==> src/rtl/led_pkg.sv <==
package led_pkg;

  // Strobes from the control into the timing datapath
  typedef struct packed {
    logic flashLoad;   // restart the amber stretch interval
    logic blinkRun;    // let the blink counter advance
  } ledStrobe_t;

  // Colour shown on the LED, one value per visible pattern
  typedef enum logic [2:0] {
    SHOW_OFF      = 3'd0,
    SHOW_GREEN    = 3'd1,
    SHOW_AMBER    = 3'd2,
    SHOW_BLINK_ON = 3'd3,
    SHOW_BLINK_DK = 3'd4,
    SHOW_RED      = 3'd5
  } ledShow_t;

endpackage

==> src/rtl/led_timers.sv <==
module led_timers
  import led_pkg::*;
#(
  parameter int FLASH_CYCLES = 5000000,
  parameter int BLINK_HALF   = 25000000
) (
  input  logic       clk,
  input  logic       rst_n,
  input  ledStrobe_t strobe,
  output logic       flashActive,
  output logic       blinkPhase
);

  localparam int FW = $clog2(FLASH_CYCLES + 1);
  localparam int BW = $clog2(BLINK_HALF + 1);
  localparam logic [FW-1:0] FLASH_LOAD = FW'(FLASH_CYCLES - 1);
  localparam logic [BW-1:0] BLINK_LAST = BW'(BLINK_HALF - 1);

  logic [FW-1:0] flashCnt;
  logic [BW-1:0] blinkCnt;

  // Amber stretch: the cycle of the strobe itself counts as the first
  // cycle, so the counter holds the number of cycles still to come.
  always_ff @(posedge clk) begin
    if (!rst_n) begin
      flashCnt <= '0;
    end else if (strobe.flashLoad) begin
      flashCnt <= FLASH_LOAD;
    end else if (flashCnt != '0) begin
      flashCnt <= flashCnt - 1'b1;
    end
  end

  assign flashActive = (flashCnt != '0);

  // Blink half-period counter; idles in the lit phase so a new
  // over-temperature always starts with red on.
  always_ff @(posedge clk) begin
    if (!rst_n || !strobe.blinkRun) begin
      blinkCnt   <= '0;
      blinkPhase <= 1'b1;
    end else if (blinkCnt == BLINK_LAST) begin
      blinkCnt   <= '0;
      blinkPhase <= ~blinkPhase;
    end else begin
      blinkCnt   <= blinkCnt + 1'b1;
    end
  end

  // a load always restarts the full interval
  a_r4_flash_restart: assert property (@(posedge clk) disable iff (!rst_n)
    strobe.flashLoad |=> flashCnt == FLASH_LOAD);

  // the interval shrinks by exactly one per cycle without a load
  a_r3_flash_countdown: assert property (@(posedge clk) disable iff (!rst_n)
    (!strobe.flashLoad && flashCnt != '0) |=> flashCnt == $past(flashCnt) - 1'b1);

  // the half-period counter stays inside its window
  a_r5_blink_bound: assert property (@(posedge clk) disable iff (!rst_n)
    blinkCnt <= BLINK_LAST);

  // stopping the blink parks it at the start of the lit half
  a_r9_blink_park: assert property (@(posedge clk) disable iff (!rst_n)
    !strobe.blinkRun |=> (blinkPhase && blinkCnt == '0));

endmodule

==> src/rtl/led_ctrl.sv <==
module led_ctrl
  import led_pkg::*;
(
  input  logic       clk,
  input  logic       rst_n,
  input  logic       initDone,
  input  logic       accessPulse,
  input  logic       overTemp,
  input  logic       hwError,
  input  logic       flashActive,
  input  logic       blinkPhase,
  output ledStrobe_t strobe,
  output logic       ledRed,
  output logic       ledGreen
);

  ledShow_t showQ, showD;
  logic     flashNow;

  always_comb begin
    strobe.flashLoad = accessPulse;
    strobe.blinkRun  = overTemp;
  end

  // A pulse this cycle counts as an active flash immediately
  assign flashNow = accessPulse | flashActive;

  // Fixed priority selection of the colour to show
  always_comb begin
    if (hwError)       showD = SHOW_RED;
    else if (overTemp) showD = blinkPhase ? SHOW_BLINK_ON : SHOW_BLINK_DK;
    else if (flashNow) showD = SHOW_AMBER;
    else if (initDone) showD = SHOW_GREEN;
    else               showD = SHOW_OFF;
  end

  always_ff @(posedge clk) begin
    if (!rst_n) showQ <= SHOW_OFF;
    else        showQ <= showD;
  end

  always_comb begin
    ledRed   = 1'b0;
    ledGreen = 1'b0;
    unique case (showQ)
      SHOW_GREEN:    ledGreen = 1'b1;
      SHOW_AMBER:    begin ledRed = 1'b1; ledGreen = 1'b1; end
      SHOW_BLINK_ON: ledRed = 1'b1;
      SHOW_RED:      ledRed = 1'b1;
      default:       ;
    endcase
  end

  a_r6_error_red: assert property (@(posedge clk) disable iff (!rst_n)
    hwError |=> (ledRed && !ledGreen));

  a_r7_amber_on_access: assert property (@(posedge clk) disable iff (!rst_n)
    (accessPulse && !hwError && !overTemp) |=> (ledRed && ledGreen));

  a_r2_green_idle: assert property (@(posedge clk) disable iff (!rst_n)
    (initDone && !flashNow && !overTemp && !hwError) |=> (ledGreen && !ledRed));

  a_r9_blink_starts_lit: assert property (@(posedge clk) disable iff (!rst_n)
    ($rose(overTemp) && !hwError) |=> (ledRed && !ledGreen));

  a_r10_dark_idle: assert property (@(posedge clk) disable iff (!rst_n)
    (!initDone && !flashNow && !overTemp && !hwError) |=> (!ledRed && !ledGreen));

endmodule

==> src/rtl/status_led_top.sv <==
module status_led_top
  import led_pkg::*;
#(
  parameter int CLK_HZ   = 100000000,
  parameter int FLASH_MS = 50,
  parameter int BLINK_HZ = 2
) (
  input  logic clk,
  input  logic rst_n,
  input  logic initDone,
  input  logic accessPulse,
  input  logic overTemp,
  input  logic hwError,
  output logic ledRed,
  output logic ledGreen
);

  localparam int FLASH_CYCLES = (CLK_HZ / 1000) * FLASH_MS;
  localparam int BLINK_HALF   = CLK_HZ / (2 * BLINK_HZ);

  ledStrobe_t strobe;
  logic       flashActive;
  logic       blinkPhase;

  led_ctrl i_ctrl (
    .clk         (clk),
    .rst_n       (rst_n),
    .initDone    (initDone),
    .accessPulse (accessPulse),
    .overTemp    (overTemp),
    .hwError     (hwError),
    .flashActive (flashActive),
    .blinkPhase  (blinkPhase),
    .strobe      (strobe),
    .ledRed      (ledRed),
    .ledGreen    (ledGreen)
  );

  led_timers #(
    .FLASH_CYCLES (FLASH_CYCLES),
    .BLINK_HALF   (BLINK_HALF)
  ) i_timers (
    .clk         (clk),
    .rst_n       (rst_n),
    .strobe      (strobe),
    .flashActive (flashActive),
    .blinkPhase  (blinkPhase)
  );

  // reset leaves the LED dark
  a_r1_reset_dark: assert property (@(posedge clk)
    !rst_n |=> (!ledRed && !ledGreen));

endmodule

==> config.mk <==
export PLATFORM = sky130hd
export DESIGN_NAME = status_led_top
export DESIGN_NICKNAME = d
export VERILOG_FILES = /design/src/rtl/led_pkg.sv /design/src/rtl/led_timers.sv /design/src/rtl/led_ctrl.sv /design/src/rtl/status_led_top.sv
export SDC_FILE = /design/constraint.sdc
export NUM_CORES = 1
export LEC_CHECK = 0
export ABC_AREA = 1
export BUFFER_PORTS_ARGS = -buffer_cell sky130_fd_sc_hd__buf_4
export CAP_MARGIN = 10
export CORE_MARGIN = 5
export CORE_UTILIZATION = 54
export DETAILED_ROUTE_END_ITERATION = 10
export HOLD_SLACK_MARGIN = 0.03
export PLACE_DENSITY = 0.73
export REMOVE_ABC_BUFFERS = 1
export SKIP_LAST_GASP = 1
export SYNTH_ARGS = -nofsm -noshare
export SYNTH_HDL_FRONTEND = slang
export SYNTH_SLANG_ARGS = --single-unit
export TNS_END_PERCENT = 10
==> constraint.sdc <==
create_clock -name clk -period 1.31 [get_ports clk]
set_input_delay 0.1965 -clock clk [delete_from_list [all_inputs] [get_ports clk]]
set_output_delay 0.1965 -clock clk [all_outputs]
set_load 0.01 [all_outputs]
==> summary.txt, run 1 <==
Min path
  • HP Class: primary input to flip-flop

Global route
  • Initial antenna violation count: 0
  • Overall routing resource usage: 23.7%
  • Overflow after GRT: 0
  • First-pass GRT wire length: 12600 microns
  • Largest net degree at the start of global routing: 26
  • Vias in the first global route: between 2k and 3k

Clock tree
  • H-tree depth: 2
  • Clk root buf: clkbuf_8
  • Clk sinks: 52
  • Clock Tree Buf Depth: 2
  • Skew-Pair Late Insertion Delay: 0.31 ns
  • CTS Buf Count: 5
  • CTS tree: built
  • Reg clk slew, reported paths: 0.10 ns

Timing
  • Hold Slack: ~0.11 ns
  • Final period util: 113%
  • Slew Limit Fails: 0
  • Slew headroom: roughly 73%
  • Hold Fails Final Rpt: 0
  • Fmax: around 670 MHz
  • Setup-failing EPs final: 46
  • Final Critical Period: ~1.5 ns
  • Final setup TNS: -3.63 ns
  • Worst-Margin Slew: a little under 0.4 ns
  • Final worst slack: -0.175 ns
  • RSZ-0062 raised after global routing: yes
  • Setup Skew: 0.0139 ns

Floorplan
  • DIE HEIGHT: 82.5 microns
  • Initial Util: 55.6%
  • Ports: 8
  • Rows: 26
  • Total die area: 0.00681 sq mm
  • Core area: 0.00511 sq mm
  • Die width: 82.5 microns

Status
  • Run status: finished, violations left
  • Failing checks: setup timing

Power
  • Power density cells: 827 mW/mm^2
  • Leakage: 1.68 nW
  • Worst IR drop on VDD: 691 uV

Synthesis
  • Post-synthesis sequential area ratio: a little over a third
  • Synthesized area per cell: 6.67 sq um
  • Yosys warnings: 0
  • Count of cell types in the netlist: 30
  • Yosys reg bits: 52
  • Syn Inst Count: roughly 430
  • Post-Syn Area: around 0.0028 sq mm

Worst setup path
  • Crit start category: flip-flop
  • Peak fanout along the critical path: 5
  • Req. time, crit path: around 1.5 ns
  • Kind of critical path: flip-flop to flip-flop
  • Worst Path Arrival: 1.71 ns
  • CP endpoint kind: flip-flop

Finish
  • Fillers: approximately 400
  • Nets: ~520
  • Non-filler cells, final: 579
  • FF+latch area: between 0.001 and 0.0015 sq mm
  • Fin area: 0.00384 sq mm
  • Area of the multi-input gates: 0.00182 sq mm
  • Post-layout util: 75.3%
  • Layout cell share with drive strength beyond 1: around a third
  • Diode count: 0
  • Area Overhead vs Synth: 35.4%

Routing
  • Post-DR wirelength/cell: approximately 13 microns
  • ANT nets after route: 0
  • Routed vias: approximately 3.0k
  • Routed WL: 7450 microns
  • First-pass DRT Iterations: 4
  • Iter 0 DRT Violations: 197
  • Vias per cell: 5.18
  • DRC viols: 0

Placed design
  • DP Area: ~0.0034 sq mm
  • Placed insts: around 560
  • GPL Wtd Cong: 0.941
  • Hpwl dp: 5100 microns
  • Port Buffer Count: 7

Run
  • Max cap viols: 0
-- routing by layer --
metal | part of all wire (%) | track usage, % | vias to the layer above
met5 | 0 | 0 | -
li1 | - | - | 1513
met3 | 5.6 | 4.45 | 15
met1 | 46 | 31.9 | 1400
met4 | 1.7 | 7.19 | 0
met2 | 47 | 38.2 | 73
-- logic make-up (layout without fill, tap and decap cells) --
group | after synthesis | in the layout | synth area share [%]
compound gates | 33 | 33 | 6.26
fa+ha+maj | 3 | 3 | 1.32
buf+inv | 52 | 135 | 7.49
simple gates | 269 | 269 | 43.0
flops | 52 | 52 | 36.7
xor+xnor | 17 | 17 | 5.24
-- cell usage after synthesis (all sizes together) --
cell type  instances  area (sq um)
nor3              17          85.1
a21oi             27           135
buf                4          32.5
o21ai              2          13.8
nor2              92           394
nand3b             2          15.0
a31oi              1          6.26
ha                 3          37.5
nand2            104           418
nand3             36           185
clkinv             1          3.75
a21o               3          22.5
clkbuf             2          7.51
or2                9          56.3
dfxtp             52          1040
xnor2              9          78.8
nor3b              2          25.0
xor2               8          70.1
inv               45           169
nand4              7          43.8
-- worst max-delay path: stages (launching register included) --
cell and delay, ns:
dfxtp_2 0.37, ha_4 0.16, nand2_4 0.06, nor2_4 0.13, buf_6 0.12, nand2_8 0.07
nor2_8 0.14, buf_4 0.13, a21oi_1 0.05, nor3_1 0.18
-- flip-flops by register name, indices dropped and copies added (netlist names) --
signal and cells:
i_ctrl.showQ 3, i_timers.blinkCnt 25, i_timers.blinkPhase 1, i_timers.flashCnt 23
-- through the flow --
| step | total power, mW | setup slack [ns] |
|---|---|---|
| after floorplan | 1.95 | -0.286 |
| after CTS | 3.10 | -0.166 |
| final | 3.18 | -0.175 |
| after global placement | 2.13 | -0.140 |
| after global routing | 3.34 | -0.257 |
| after detailed placement | 2.14 | -0.167 |
-- report_power, final --
part	leakage [nW]	switching, mW	internal [mW]
Clock	0.0414	0.560	0.382
Sequential	0.428	0.0470	1.63
Combinational	1.21	0.305	0.256
-- cells in the final DEF (no fill, tap or decap), drive strengths merged --
cell,n
o21ai,2
nand3b,2
or2,9
clkinv,2
ha,3
nor3,17
nand4,7
buf,81
xnor2,9
inv,45
nand3,36
nand2,104
nor3b,2
clkbuf,6
a31oi,1
xor2,8
nor2,92
dfxtp,52
a21oi,27
clkinvlp,1
a21o,3
-- worst paths after layout --
path / start / to / slack (ns) / cells past startpoint
worst max-delay path: i_timers.blinkCnt[0] / i_timers.blinkCnt[14] / -0.18 / 9
worst max register to register: i_timers.blinkCnt[0] / i_timers.blinkCnt[14] / -0.18 / 9
worst min register to register: i_timers.blinkCnt[24] / i_timers.blinkCnt[24] / 0.47 / 2
worst min-delay path: rst_n / i_timers.flashCnt[0] / 0.11 / 3
-- cell type report --
class	count	area share (%)
multi-input cells	322	47.3
flip-flops and latches	52	27.5
repair buffers	81	16.0
inverters	46	4.56
well taps	70	2.28
clock buffers	6	1.89
clock inverters	2	0.423
-- what timing repair did --
action                                  4_1_cts  5_1_grt
gates resized for setup                      20       54
buffers inserted                              4        6
hold buffers                                  0        0
pin swaps                                     4       23
endpoints found under the setup margin       52       53
(Power assumes the default switching activity.)
==> run 2: changes to the inputs <==
--- a/config.mk
+++ b/config.mk
@@ -9,10 +9,9 @@
 export BUFFER_PORTS_ARGS = -buffer_cell sky130_fd_sc_hd__buf_4
 export CAP_MARGIN = 10
 export CORE_MARGIN = 5
-export CORE_UTILIZATION = 54
+export CORE_UTILIZATION = 35
 export DETAILED_ROUTE_END_ITERATION = 10
 export HOLD_SLACK_MARGIN = 0.03
-export PLACE_DENSITY = 0.73
 export REMOVE_ABC_BUFFERS = 1
 export SKIP_LAST_GASP = 1
 export SYNTH_ARGS = -nofsm -noshare
==> run 2 against run 1 <==
Net effect:
- the flow still finishes with violations (setup timing)
- wire length decreased by 7.5%
- worst hold slack improved by 0.016 ns
- sequential power is essentially flat
- worst setup slack better by 0.028 ns
- utilization shrank 26 points
- non-clock buffer count down 2
- largest cell class unchanged
==> summary.txt, run 2 (synthesized netlist as in run 1, its figures left out) <==
Routing
  • Routed WL: about 6900 microns
  • DRC viols: 0
  • First-pass DRT Iterations: 4
  • Post-DR wirelength/cell: 11.3 microns
  • Routed vias: 2793
  • ANT nets after route: 0
  • Vias per cell: about 4.6
  • Iter 0 DRT Violations: slightly below 60

Worst setup path
  • Req. time, crit path: 1.49 ns
  • CP peak stage delay: 0.39 ns
  • R2r setup slk: -0.15 ns
  • Worst Path Arrival: around 1.6 ns
  • Kind of critical path: flip-flop to flip-flop
  • Worst reg2reg startpoint: i_timers.flashCnt[1]
  • Crit path capture: i_timers.flashCnt[4]
  • Worst Path Buf+Inv: 3
  • Peak fanout along the critical path: 4
  • CP Cell Sequence: inv_4 -> buf_4 -> ha_4 -> nand2_1 -> inv_1 -> or2_2 -> nand3_1 -> a21oi_1
  • Cell family with most CP delay: simple AND/OR/NAND/NOR gates
  • Crit path depth: 8
  • RR Endpoint: i_timers.flashCnt[4]
  • R2R depth: 8
  • Worst setup path start: i_timers.flashCnt[1]
  • Crit start category: flip-flop
  • CP endpoint kind: flip-flop
  • Slowest cell on the critical path: dfxtp_2

Finish
  • Nets: 515
  • Top reg by flops: i_timers.blinkCnt
  • Non-filler cells, final: 609
  • Most frequent cells in the layout: 92 x nand2_1, 74 x buf_4, 60 x nor2_1, 43 x dfxtp_1, 39 x inv_1
  • Area Overhead vs Synth: 35.0%
  • Layout cell share with drive strength beyond 1: 31.8%
  • Post-layout util: 49.1%
  • Commonest non-fill, non-tap cell in the layout: nand2_1
  • Regs by FF count: i_timers.blinkCnt (25), i_timers.flashCnt (23), i_ctrl.showQ (3)
  • Diode count: 0
  • Number of flip-flops under the largest register name: 25

Placed design
  • Port Buffer Count: 7
  • Placed insts: 596
  • GPL Wtd Cong: 0.846
  • Hpwl dp: 5270 microns

Power
  • Worst IR drop on VDD: roughly 440 uV
  • Clock power share: 29.9%
  • P_sw: 851 uW
  • Seq pwr share: 52.9%
  • Switching portion of total power: between 20 and 30%
  • Power density cells: 826 mW/mm^2
  • Power Internal: 2.32 mW
  • Leakage: between 1.5 and 2 nW
  • Overall Power: 3.17 mW
  • Combinational share of power: 17.3%

Timing
  • Slew headroom: 77.5%
  • Final period util: 111%
  • Fmax: 686 MHz
  • Final worst slack: -0.147 ns
  • Final setup TNS: -3.09 ns
  • Worst-Margin Slew: 0.336 ns
  • Setup-failing EPs final: between 40 and 50
  • Final Critical Period: 1.46 ns
  • Setup Skew: roughly 0.011 ns
  • RSZ-0062 raised after global routing: yes
  • Slew Limit Fails: 0
  • Hold Fails Final Rpt: 0

Status
  • Failing checks: setup timing
  • Run status: finished, violations left

Floorplan
  • Die width: around 100 microns
  • Initial Util: 36.4%
  • Rows: 32
  • Total die area: about 0.01 sq mm
  • Core area: 0.00781 sq mm
  • DIE HEIGHT: about 100 microns
  • Ports: 8

Global route
  • Overflow after GRT: 0
  • Vias in the first global route: 2754
  • Largest net degree at the start of global routing: 15
  • Initial antenna violation count: 0
  • Overall routing resource usage: 14.2%
  • First-pass GRT wire length: about 12000 microns

Clock tree
  • Clk root buf: clkbuf_8
  • CTS Buf Count: 5
  • Clk sinks: 52
  • H-tree depth: 2
  • Clock Tree Buf Depth: 2
  • CTS tree: built
  • Skew-Pair Late Insertion Delay: roughly 0.31 ns
  • Reg clk slew, reported paths: about 0.09 ns
  • CTS Hold Buffers Added: 0

Run
  • Max cap viols: 0

Min path
  • HP Class: primary input to flip-flop
==> run 2: changes by cell type in the layout (fill, tap and decap cells not counted), sizes merged <==
cell | before | now
buf | 81 | 79
clkbuf | 6 | 8
clkinv | 2 | 1
clkinvlp | 1 | 0
==> run 2: layout make-up <==
class | instances | area (sq um)
repair buffers | 79 | 629
fillers | 775 | 3970
well taps | 102 | 128
flip-flops and latches | 52 | 1050
inverters | 46 | 178
clock buffers | 8 | 90.1
multi-input cells | 322 | 1760
==> run 2: how the worst min path moves through the flow <==
stage	startpoint	slack, ns	cells after the start	to
finish	rst_n	0.12	3	i_timers.flashCnt[0]
global route	rst_n	0.14	3	i_timers.flashCnt[0]
CTS	rst_n	0.11	3	i_timers.flashCnt[0]
detailed placement	rst_n	0.43	3	i_timers.flashCnt[0]
global placement	rst_n	0.43	3	i_timers.flashCnt[0]
floorplan	rst_n	0.29	2	i_timers.flashCnt[0]
==> run 2: power groups by stage <==
stage / registers (mW) / clock network, mW / logic (mW)
after detailed placement: 1.69 / 0 / 0.451
after global routing: 1.68 / 1.06 / 0.611
after CTS: 1.66 / 1.00 / 0.471
after global placement: 1.69 / 0 / 0.447
after floorplan: 1.69 / 0 / 0.255
final: 1.67 / 0.946 / 0.547
==> run 2: what timing repair did <==
item                       4_1_cts  5_1_grt
cloned                           0        0
gates resized for setup         19       47
buffers inserted                 1        5
setup endpoints to repair       51       52
pin swaps                        9       22
==> run 2: through the flow <==
| step | area, sq um | worst slack (ns) | hold WS (ns) |
|---|---|---|---|
| 2_1_floorplan | 2800 | -0.286 | 0.294 |
| 3_3_place_gp | 3510 | -0.0939 | 0.429 |
| 3_5_place_dp | 3510 | -0.151 | 0.433 |
| 4_1_cts | 3660 | -0.113 | 0.113 |
| 5_1_grt | 3830 | -0.251 | 0.137 |
| 6_report | 3830 | -0.147 | 0.122 |
==> run 2: routing by layer <==
layer	up-vias	GRT usage, %	share of wire [%]
met5	-	0	0
met4	0	3.94	1.0
met3	8	2.15	1.7
met2	22	26.1	52
met1	1258	17.3	45
li1	1505	-	-
==> run 2: worst register-to-register path, cell delays in order (launching register included) <==
cell and delay [ns]:
dfxtp_2 0.39, inv_4 0.05, buf_4 0.14, ha_4 0.17, nand2_1 0.10, inv_1 0.09, or2_2 0.27, nand3_1 0.08
a21oi_1 0.06
